$ cat src/rtl/ahbl_bridge_pkg.sv
package ahbl_bridge_pkg;

  typedef enum logic [1:0] {
    TR_IDLE   = 2'b00,
    TR_BUSY   = 2'b01,
    TR_NONSEQ = 2'b10,
    TR_SEQ    = 2'b11
  } transType_e;

  localparam logic [2:0] BURST_SINGLE = 3'b000;
  localparam logic [2:0] BURST_INCR   = 3'b001;
  localparam logic [2:0] BURST_INCR4  = 3'b011;
  localparam logic [2:0] BURST_INCR8  = 3'b101;
  localparam logic [2:0] BURST_INCR16 = 3'b111;

  // strobes from control to datapath
  typedef struct packed {
    logic load;     // new transaction accepted
    logic accept;   // current address phase accepted this edge
    logic advance;  // accepted and another beat follows
    logic capture;  // a data phase completes this edge
  } ctrlStrobe_t;

endpackage

$ cat src/rtl/ahbl_bridge_ctrl.sv
module ahbl_bridge_ctrl
  import ahbl_bridge_pkg::*;
#(
  parameter int BEAT_W = 5
) (
  input  logic              clk,
  input  logic              rstN,
  input  logic              reqStart,
  input  logic              reqBurst,
  input  logic [BEAT_W-1:0] reqBeats,
  input  logic              hready,
  output logic [1:0]        htrans,
  output logic              reqDone,
  output ctrlStrobe_t       stb
);

  localparam logic [BEAT_W-1:0] ONE_BEAT = BEAT_W'(1);

  transType_e        transQ;
  logic [BEAT_W-1:0] issueLeft;
  logic              dataPhase;
  logic              dataLast;
  logic              busy;
  logic              startOk;
  logic              apAccept;
  logic              dpComplete;
  logic [BEAT_W-1:0] beatsEff;

  assign busy       = (transQ != TR_IDLE) || dataPhase;
  assign startOk    = reqStart && !busy;
  assign apAccept   = hready && (transQ != TR_IDLE);
  assign dpComplete = hready && dataPhase;
  assign beatsEff   = (!reqBurst || reqBeats == '0) ? ONE_BEAT : reqBeats;

  always_ff @(posedge clk or negedge rstN) begin
    if (!rstN) begin
      transQ    <= TR_IDLE;
      issueLeft <= '0;
    end else if (startOk) begin
      transQ    <= TR_NONSEQ;
      issueLeft <= beatsEff - ONE_BEAT;
    end else if (apAccept) begin
      if (issueLeft != '0) begin
        transQ    <= TR_SEQ;
        issueLeft <= issueLeft - ONE_BEAT;
      end else begin
        transQ <= TR_IDLE;
      end
    end
  end

  always_ff @(posedge clk or negedge rstN) begin
    if (!rstN) begin
      dataPhase <= 1'b0;
      dataLast  <= 1'b0;
    end else if (apAccept) begin
      dataPhase <= 1'b1;
      dataLast  <= (issueLeft == '0);
    end else if (dpComplete) begin
      dataPhase <= 1'b0;
      dataLast  <= 1'b0;
    end
  end

  always_ff @(posedge clk or negedge rstN) begin
    if (!rstN) reqDone <= 1'b0;
    else       reqDone <= dpComplete && dataLast;
  end

  always_comb begin
    stb.load    = startOk;
    stb.accept  = apAccept;
    stb.advance = apAccept && (issueLeft != '0);
    stb.capture = dpComplete;
  end

  assign htrans = transQ;

endmodule

$ cat src/rtl/ahbl_bridge_dp.sv
module ahbl_bridge_dp
  import ahbl_bridge_pkg::*;
#(
  parameter int ADDR_W = 32,
  parameter int DATA_W = 32,
  parameter int BEAT_W = 5
) (
  input  logic              clk,
  input  logic              rstN,
  input  ctrlStrobe_t       stb,
  input  logic              reqWrite,
  input  logic [ADDR_W-1:0] reqAddr,
  input  logic [2:0]        reqSize,
  input  logic              reqBurst,
  input  logic [BEAT_W-1:0] reqBeats,
  input  logic [DATA_W-1:0] reqWdata,
  input  logic [DATA_W-1:0] hrdata,
  output logic [ADDR_W-1:0] haddr,
  output logic              hwrite,
  output logic [2:0]        hsize,
  output logic [2:0]        hburst,
  output logic [DATA_W-1:0] hwdata,
  output logic [DATA_W-1:0] rdData
);

  logic [DATA_W-1:0] wdHold;
  logic [ADDR_W-1:0] addrStep;
  logic [2:0]        burstCode;

  assign addrStep = ADDR_W'(1) << hsize;

  always_comb begin
    if (!reqBurst) begin
      burstCode = BURST_SINGLE;
    end else begin
      case (32'(reqBeats))
        4:       burstCode = BURST_INCR4;
        8:       burstCode = BURST_INCR8;
        16:      burstCode = BURST_INCR16;
        default: burstCode = BURST_INCR;
      endcase
    end
  end

  always_ff @(posedge clk or negedge rstN) begin
    if (!rstN) begin
      haddr  <= '0;
      hwrite <= 1'b0;
      hsize  <= '0;
      hburst <= BURST_SINGLE;
      wdHold <= '0;
    end else if (stb.load) begin
      haddr  <= reqAddr;
      hwrite <= reqWrite;
      hsize  <= reqSize;
      hburst <= burstCode;
      wdHold <= reqWdata;
    end else if (stb.advance) begin
      haddr <= haddr + addrStep;
    end
  end

  always_ff @(posedge clk or negedge rstN) begin
    if (!rstN)                      hwdata <= '0;
    else if (stb.accept && hwrite)  hwdata <= wdHold;
  end

  always_ff @(posedge clk or negedge rstN) begin
    if (!rstN)                      rdData <= '0;
    else if (stb.capture && !hwrite) rdData <= hrdata;
  end

endmodule

$ cat src/rtl/ahbl_master_bridge.sv
module ahbl_master_bridge
  import ahbl_bridge_pkg::*;
#(
  parameter int ADDR_W = 32,
  parameter int DATA_W = 32,
  parameter int BEAT_W = 5
) (
  input  logic              clk,
  input  logic              rstN,
  input  logic              reqStart,
  input  logic              reqWrite,
  input  logic [ADDR_W-1:0] reqAddr,
  input  logic [2:0]        reqSize,
  input  logic              reqBurst,
  input  logic [BEAT_W-1:0] reqBeats,
  input  logic [DATA_W-1:0] reqWdata,
  output logic [DATA_W-1:0] rdData,
  output logic              reqDone,
  output logic [ADDR_W-1:0] haddr,
  output logic              hwrite,
  output logic [2:0]        hsize,
  output logic [2:0]        hburst,
  output logic [1:0]        htrans,
  output logic [DATA_W-1:0] hwdata,
  input  logic              hready,
  input  logic [DATA_W-1:0] hrdata
);

  ctrlStrobe_t stb;

  ahbl_bridge_ctrl #(.BEAT_W(BEAT_W)) u_ctrl (
    .clk      (clk),
    .rstN     (rstN),
    .reqStart (reqStart),
    .reqBurst (reqBurst),
    .reqBeats (reqBeats),
    .hready   (hready),
    .htrans   (htrans),
    .reqDone  (reqDone),
    .stb      (stb)
  );

  ahbl_bridge_dp #(.ADDR_W(ADDR_W), .DATA_W(DATA_W), .BEAT_W(BEAT_W)) u_dp (
    .clk      (clk),
    .rstN     (rstN),
    .stb      (stb),
    .reqWrite (reqWrite),
    .reqAddr  (reqAddr),
    .reqSize  (reqSize),
    .reqBurst (reqBurst),
    .reqBeats (reqBeats),
    .reqWdata (reqWdata),
    .hrdata   (hrdata),
    .haddr    (haddr),
    .hwrite   (hwrite),
    .hsize    (hsize),
    .hburst   (hburst),
    .hwdata   (hwdata),
    .rdData   (rdData)
  );

endmodule

$ cat config.mk
export PLATFORM = sky130hd
export DESIGN_NAME = ahbl_master_bridge
export DESIGN_NICKNAME = d
export VERILOG_FILES = /design/src/rtl/ahbl_bridge_pkg.sv /design/src/rtl/ahbl_bridge_ctrl.sv /design/src/rtl/ahbl_bridge_dp.sv /design/src/rtl/ahbl_master_bridge.sv
export SDC_FILE = /design/constraint.sdc
export NUM_CORES = 1
export LEC_CHECK = 0
export ABC_AREA = 1
export BUFFER_PORTS_ARGS = -buffer_cell sky130_fd_sc_hd__buf_2
export CORE_ASPECT_RATIO = 1.4
export CORE_MARGIN = 4
export CORE_UTILIZATION = 51
export DETAILED_ROUTE_END_ITERATION = 6
export MAX_ROUTING_LAYER = met4
export PLACE_DENSITY = 0.9
export SLEW_MARGIN = 20
export SYNTH_ARGS = -nofsm -noshare
export SYNTH_HDL_FRONTEND = slang
export SYNTH_SLANG_ARGS = --single-unit
export TNS_END_PERCENT = 30
$ cat constraint.sdc
create_clock -name clk -period 2.6 [get_ports clk]
set_input_delay 0.26 -clock clk [delete_from_list [all_inputs] [get_ports clk]]
set_output_delay 0.26 -clock clk [all_outputs]
set_load 0.1 [all_outputs]
# Yosys cells after proc, flatten, opt, wreduce, memory -nomap -nowiden

Index checks and enable logic that the tools add are counted.

Register bits after elaboration: 145
Output and inout port bits: 106

Reduce and logical (&&, ||, !) cells: 21
Add/subtract/negate cells: 3
Equality and inequality tests: 3
Mux-type cells: 14
Shift-type cells: 1

Operator list:

| kind                                                               | number |
|---|---|
| 32-bit 2-to-1 mux                                                  | 2 |
| 32-bit adder                                                       | 1 |
| 1-bit by 3-bit << shifter with 32-bit output, first input constant | 1 |
| 5-bit 2-to-1 mux                                                   | 4 |
| 5-bit zero test                                                    | 2 |
| 2-bit nonzero test                                                 | 5 |
| 5-bit by 1-bit subtractor with 5-bit output, second input constant | 2 |
| 3-bit case mux with 3 select lines                                 | 1 |
| 1-bit logical AND                                                  | 7 |
| 2-bit 2-to-1 mux                                                   | 3 |
| 5-bit by 3-bit == test with 1-bit output, second input constant    | 1 |
| 5-bit by 4-bit == test with 1-bit output, second input constant    | 1 |
| 5-bit == test, second input constant                               | 1 |
| 5-bit nonzero test                                                 | 1 |
| 1-bit zero test                                                    | 3 |
| 1-bit 2-to-1 mux                                                   | 3 |
| 3-bit 2-to-1 mux                                                   | 1 |
| 1-bit logical OR                                                   | 2 |
| 2-bit AND reduction                                                | 1 |

# Depth between registers and ports, before layout

Depth in word-level cells: 6
Gate-level depth with buffers: 14
Gate-level depth less buffers: 14

# Modules after synthesis

Synthesis repeated with hierarchy kept, for this count alone.

Cells, all modules: 821
Area, all modules: 7039.3 µm²

By module, submodules not included:

| module           | cells each | area each (µm²) | instances | sequential area each (µm²) |
|---|---|---|---|---|
| ahbl_bridge_dp   | 727        | 6384.9          | 1         | 3378.2 |
| ahbl_bridge_ctrl | 94         | 654.4           | 1         | 250.2 |

# Least setup slack after synthesis

No wires, ideal clock.

Path kind: register to register
Start: register u_dp.hsize[0]
End: register u_dp.haddr[16]
Path slack: -40 ps
Arrival time: 2509 ps
Stages on the path, launching flop included: 14
Cell sequence: dfrtp_1 > inv_1 > nor3_1 > fa_1 > nand2_1 > nand2_1 > and2_1 > nand2_1 > nand2_1 > nand2_1 > nand2_1 > nand3_1 > nand2_1 > o21ai_0

Longest elaborated chain between the ends: 4

Ends and longest elaborated chain:

| element                                      | line                 | text |
|---|---|---|
| start: declaration                           | ahbl_bridge_dp.sv:20 | `output logic [2:0] hsize,` |
| start signal: assignment                     | ahbl_bridge_dp.sv:55 | `hsize <= reqSize;` |
| 1-bit by 3-bit << shifter with 32-bit output | ahbl_bridge_dp.sv:30 | `assign addrStep = ADDR_W'(1) << hsize;` |
| 32-bit adder                                 | ahbl_bridge_dp.sv:59 | `haddr <= haddr + addrStep;` |
| 32-bit 2-to-1 mux                            | ahbl_bridge_dp.sv:58 | `end else if (stb.advance) begin` |
| 32-bit 2-to-1 mux                            | ahbl_bridge_dp.sv:52 | `end else if (stb.load) begin` |
| end signal: assignment                       | ahbl_bridge_dp.sv:53 | `haddr <= reqAddr;` |
| end signal: assignment                       | ahbl_bridge_dp.sv:59 |  |
| end: declaration                             | ahbl_bridge_dp.sv:18 | `output logic [ADDR_W-1:0] haddr,` |

No other way between the ends. The select of a mux whose other input is x is not followed.
A chain may end at the register's enable or synchronous reset.

# Final worst setup path

Start: register u_dp.hsize[2]
End: register u_dp.haddr[18]

The elaborated chain is that of the path after synthesis.

==> results.sh <==
export IMPL_worst_slew_pin_slew_ps=769
export IMPL_fin_setup_tns_ps=0
export IMPL_synth_fa_ha_area_share_pct=1.80
export IMPL_fill_cells=1163
export IMPL_required_ps=2900
export IMPL_yosysUniqueCellTypes=40
export IMPL_setup_violations=0
export IMPL_drive_gt1_share_pct=32.4
export IMPL_post_cts_buffers=0
export IMPL_first_pass_iters=5
export IMPL_seq_area_frac_synth_pct=49.4
export IMPL_synthTopCellsByArea="dfrtp_1 (49%), nand2_1 (15%), mux2_4 (6.1%)"
export IMPL_syn_area_mm2=0.00735
export IMPL_fmax_ghz=0.456
export IMPL_grt_pass1_wl_um=31700
export IMPL_clock_skew_ps=12.4
export IMPL_reg2reg_from="u_dp.hsize[2]"
export IMPL_start_util_pct=52.4
export IMPL_synth_warning_count=0
export IMPL_cts_buffers=17
export IMPL_yosys_area_top_type_share_pct=49.4
export IMPL_cts_sinks=145
export IMPL_avgSynthCellArea_um2=8.79
export IMPL_utilization_pct=65.8
export IMPL_synthToLayoutAreaGrowth_pct=25.7
export IMPL_synthMuxAreaShare_pct=11.3
export IMPL_die_area_mm2=0.0164
export IMPL_first_global_vias=6468
export IMPL_slowest_delay_ps=420
export IMPL_synth_xor_area_share_pct=0.715
export IMPL_finalNetCount=1172
export IMPL_hpwl_um=14900
export IMPL_cts_htree_levels=4
export IMPL_max_slew_margin_rel_pct=48.7
export IMPL_yosysTopAreaCell="dfrtp_1"
export IMPL_synth_top_family_by_area="simple AND/OR/NAND/NOR gates"
export IMPL_routedWlPerCell_um=16.2
export IMPL_globalRouteOverflowTotal=0
export IMPL_instances_no_fill=1252
export IMPL_io_pins=216
export IMPL_clockRootBuffer="clkbuf_16"
export IMPL_die_w_um=109
export IMPL_vias=6565
export IMPL_wl_um=20300
export IMPL_crit_fanout=6
export IMPL_worstSkewPairLatency_ps=420
export IMPL_vias_per_cell=5.24
export IMPL_path_class="reg -> reg"
export IMPL_reg2reg_depth=13
export IMPL_slew_violations=0
export IMPL_hp_class="in -> reg"
export IMPL_grt_max_degree=70
export IMPL_yosys_area_share_simple_pct=26.8
export IMPL_status="finished clean"
export IMPL_worstSetupEndpointType="register"
export IMPL_hp_start="reqWdata[31]"
export IMPL_io_buffers=215
export IMPL_rows=51
export IMPL_crit_slowest_cell="dfrtp_1"
export IMPL_rsz0062_at_grt="no"
export IMPL_maxCapViolCount=0
export IMPL_crit_top_cell="nand2_1"
export IMPL_hold_violations=0
export IMPL_core_area_mm2=0.0140
export IMPL_synth_compound_area_share_pct=4.17
export IMPL_holdPathEnd="u_dp.wdHold[31]"
export IMPL_ant_nets=0
export IMPL_cts_path_max_buffers=2
export IMPL_r2r_end="u_dp.haddr[18]"
export IMPL_antenna_found_initial=2
export IMPL_hold_path_cell_count=3
export IMPL_finalCriticalPeriod_ps=2190
export IMPL_dieHeight_um=150
export IMPL_fin_crit_sh_pct=84.3
export IMPL_synth_ff_latch_count=145
export IMPL_dp_cells=1217
export IMPL_cts_tree="built"
export IMPL_clkSlewWorstSetupHoldPaths_ps=70
export IMPL_crit_chain="nor3_1 > ha_1 > fa_1 > nand2_1 > nand2_1 > nand3_1 > nand2_1 > nand2_1 > nand2_1 > nand3_1 > nand2_1 > o21ai_0 > nand2_1"
export IMPL_track_usage_pct=25.4
export IMPL_crit_arrival_ps=2490
export IMPL_gp_congestion=0.950
export IMPL_ff2ff_setup_slack_ps=410
export IMPL_postSynthCellCount=836
export IMPL_synth_fp_nets=956
export IMPL_start_kind="register"
export IMPL_drtIter0Drc=335
export IMPL_post_route_drc_count=0
logic make-up (layout without fill, tap and decap cells):
| family | after synthesis | in the layout |
|---|---|---|
| simple gates | 467 | 467 |
| flops | 145 | 145 |
| buf+inv | 89 | 318 |
| mux | 64 | 64 |
| compound gates | 55 | 55 |
| fa+ha+maj | 10 | 10 |
| xor+xnor | 6 | 6 |
| other cells | 0 | 2 |
worst max-delay path by stage:
stage / start / to / slack, ps / cells past startpoint
2_1_floorplan: u_dp.hsize[2] / u_dp.haddr[18] / 40 / 13
3_3_place_gp: u_dp.hsize[1] / u_dp.haddr[16] / 450 / 13
3_5_place_dp: u_dp.hsize[0] / u_dp.haddr[25] / 430 / 13
4_1_cts: u_dp.hsize[0] / u_dp.haddr[25] / 420 / 13
5_1_grt: u_dp.hsize[0] / u_dp.haddr[17] / 120 / 13
6_report: u_dp.hsize[2] / u_dp.haddr[18] / 410 / 13
synth_stat cells (all sizes together):
cell type / count
nor4: 1
nand2: 302
or2: 5
nand3: 52
o22ai: 3
buf: 26
nor3: 15
a21oi: 25
xnor2: 1
xor2: 5
o21ai: 16
clkbuf: 2
nor2: 78
dfrtp: 145
inv: 61
ha: 9
mux2: 64
and2: 2
a22oi: 3
nand3b: 9
nand4: 3
a211oi: 1
o21a: 2
a31oi: 5
fa: 1
registers in the layout (all words and copies together) (netlist names):
signal,flops
u_ctrl.dataLast,1
u_ctrl.dataPhase,1
u_ctrl.htrans,2
u_ctrl.issueLeft,5
u_ctrl.reqDone,1
u_dp.haddr,32
u_dp.hburst,3
u_dp.hsize,3
u_dp.hwdata,32
u_dp.hwrite,1
u_dp.rdData,32
u_dp.wdHold,32
stage by stage:
step,hold slack [ps],area (um^2),setup WS (ps)
2_1_floorplan,-35.6,7350,44.3
3_3_place_gp,288,8580,451
3_5_place_dp,298,8580,425
4_1_cts,21.5,9230,415
5_1_grt,37.1,9240,118
6_report,39.6,9240,409
worst max-delay path: cells and delay by family, from the launching register on:
family | cells | cell delay [ps]
AO/OA/AOI/OAI | 1 | 170
adder cells (fa/ha/maj) | 2 | 600
flip-flops | 1 | 420
AND/OR/NAND/NOR | 10 | 890
routing by layer:
layer	wire [um]	share of wire [%]	global-route usage (%)
met3	1570	7.7	6.52
met1	7820	38	28.6
met5	0	0	-
met2	10300	50	42.6
met4	673	3.3	10.6
layout make-up:
cell class / count / area, um^2 / area share (%)
flip-flops and latches: 145 / 3630 / 39.3
multi-input cells: 602 / 3300 / 35.7
repair buffers: 225 / 1200 / 13.0
clock buffers: 17 / 425 / 4.60
well taps: 185 / 231 / 2.51
inverters: 61 / 229 / 2.48
clock inverters: 15 / 221 / 2.40
diodes: 2 / 5.00 / 0.0542
placed cells by master (no fill, tap or decap), types with 4 or more instances in the layout:
cell type / Yosys / layout
nand3_1: 51 / 51
nor3_1: 11 / 11
mux2_2: 30 / 30
or2_2: 3 / 4
inv_1: 58 / 58
buf_4: 4 / 6
buf_2: 15 / 214
nor2_1: 73 / 73
o21ai_0: 16 / 16
nand2_2: 8 / 8
clkbuf_16: 0 / 17
a21oi_1: 25 / 25
nor3_2: 4 / 4
mux2_1: 4 / 4
xor2_1: 5 / 5
nand3b_1: 9 / 9
dfrtp_1: 145 / 143
mux2_4: 30 / 30
ha_1: 9 / 9
nand2_1: 293 / 293
a31oi_1: 5 / 5
what timing repair did:
action	CTS	global route
hold buffers	1	0
gates resized for setup	0	0
hold endpoints to repair	66	0
Power is not shown: default switching activity piles up to over one toggle a cycle in this logic, so the estimate is an artifact.
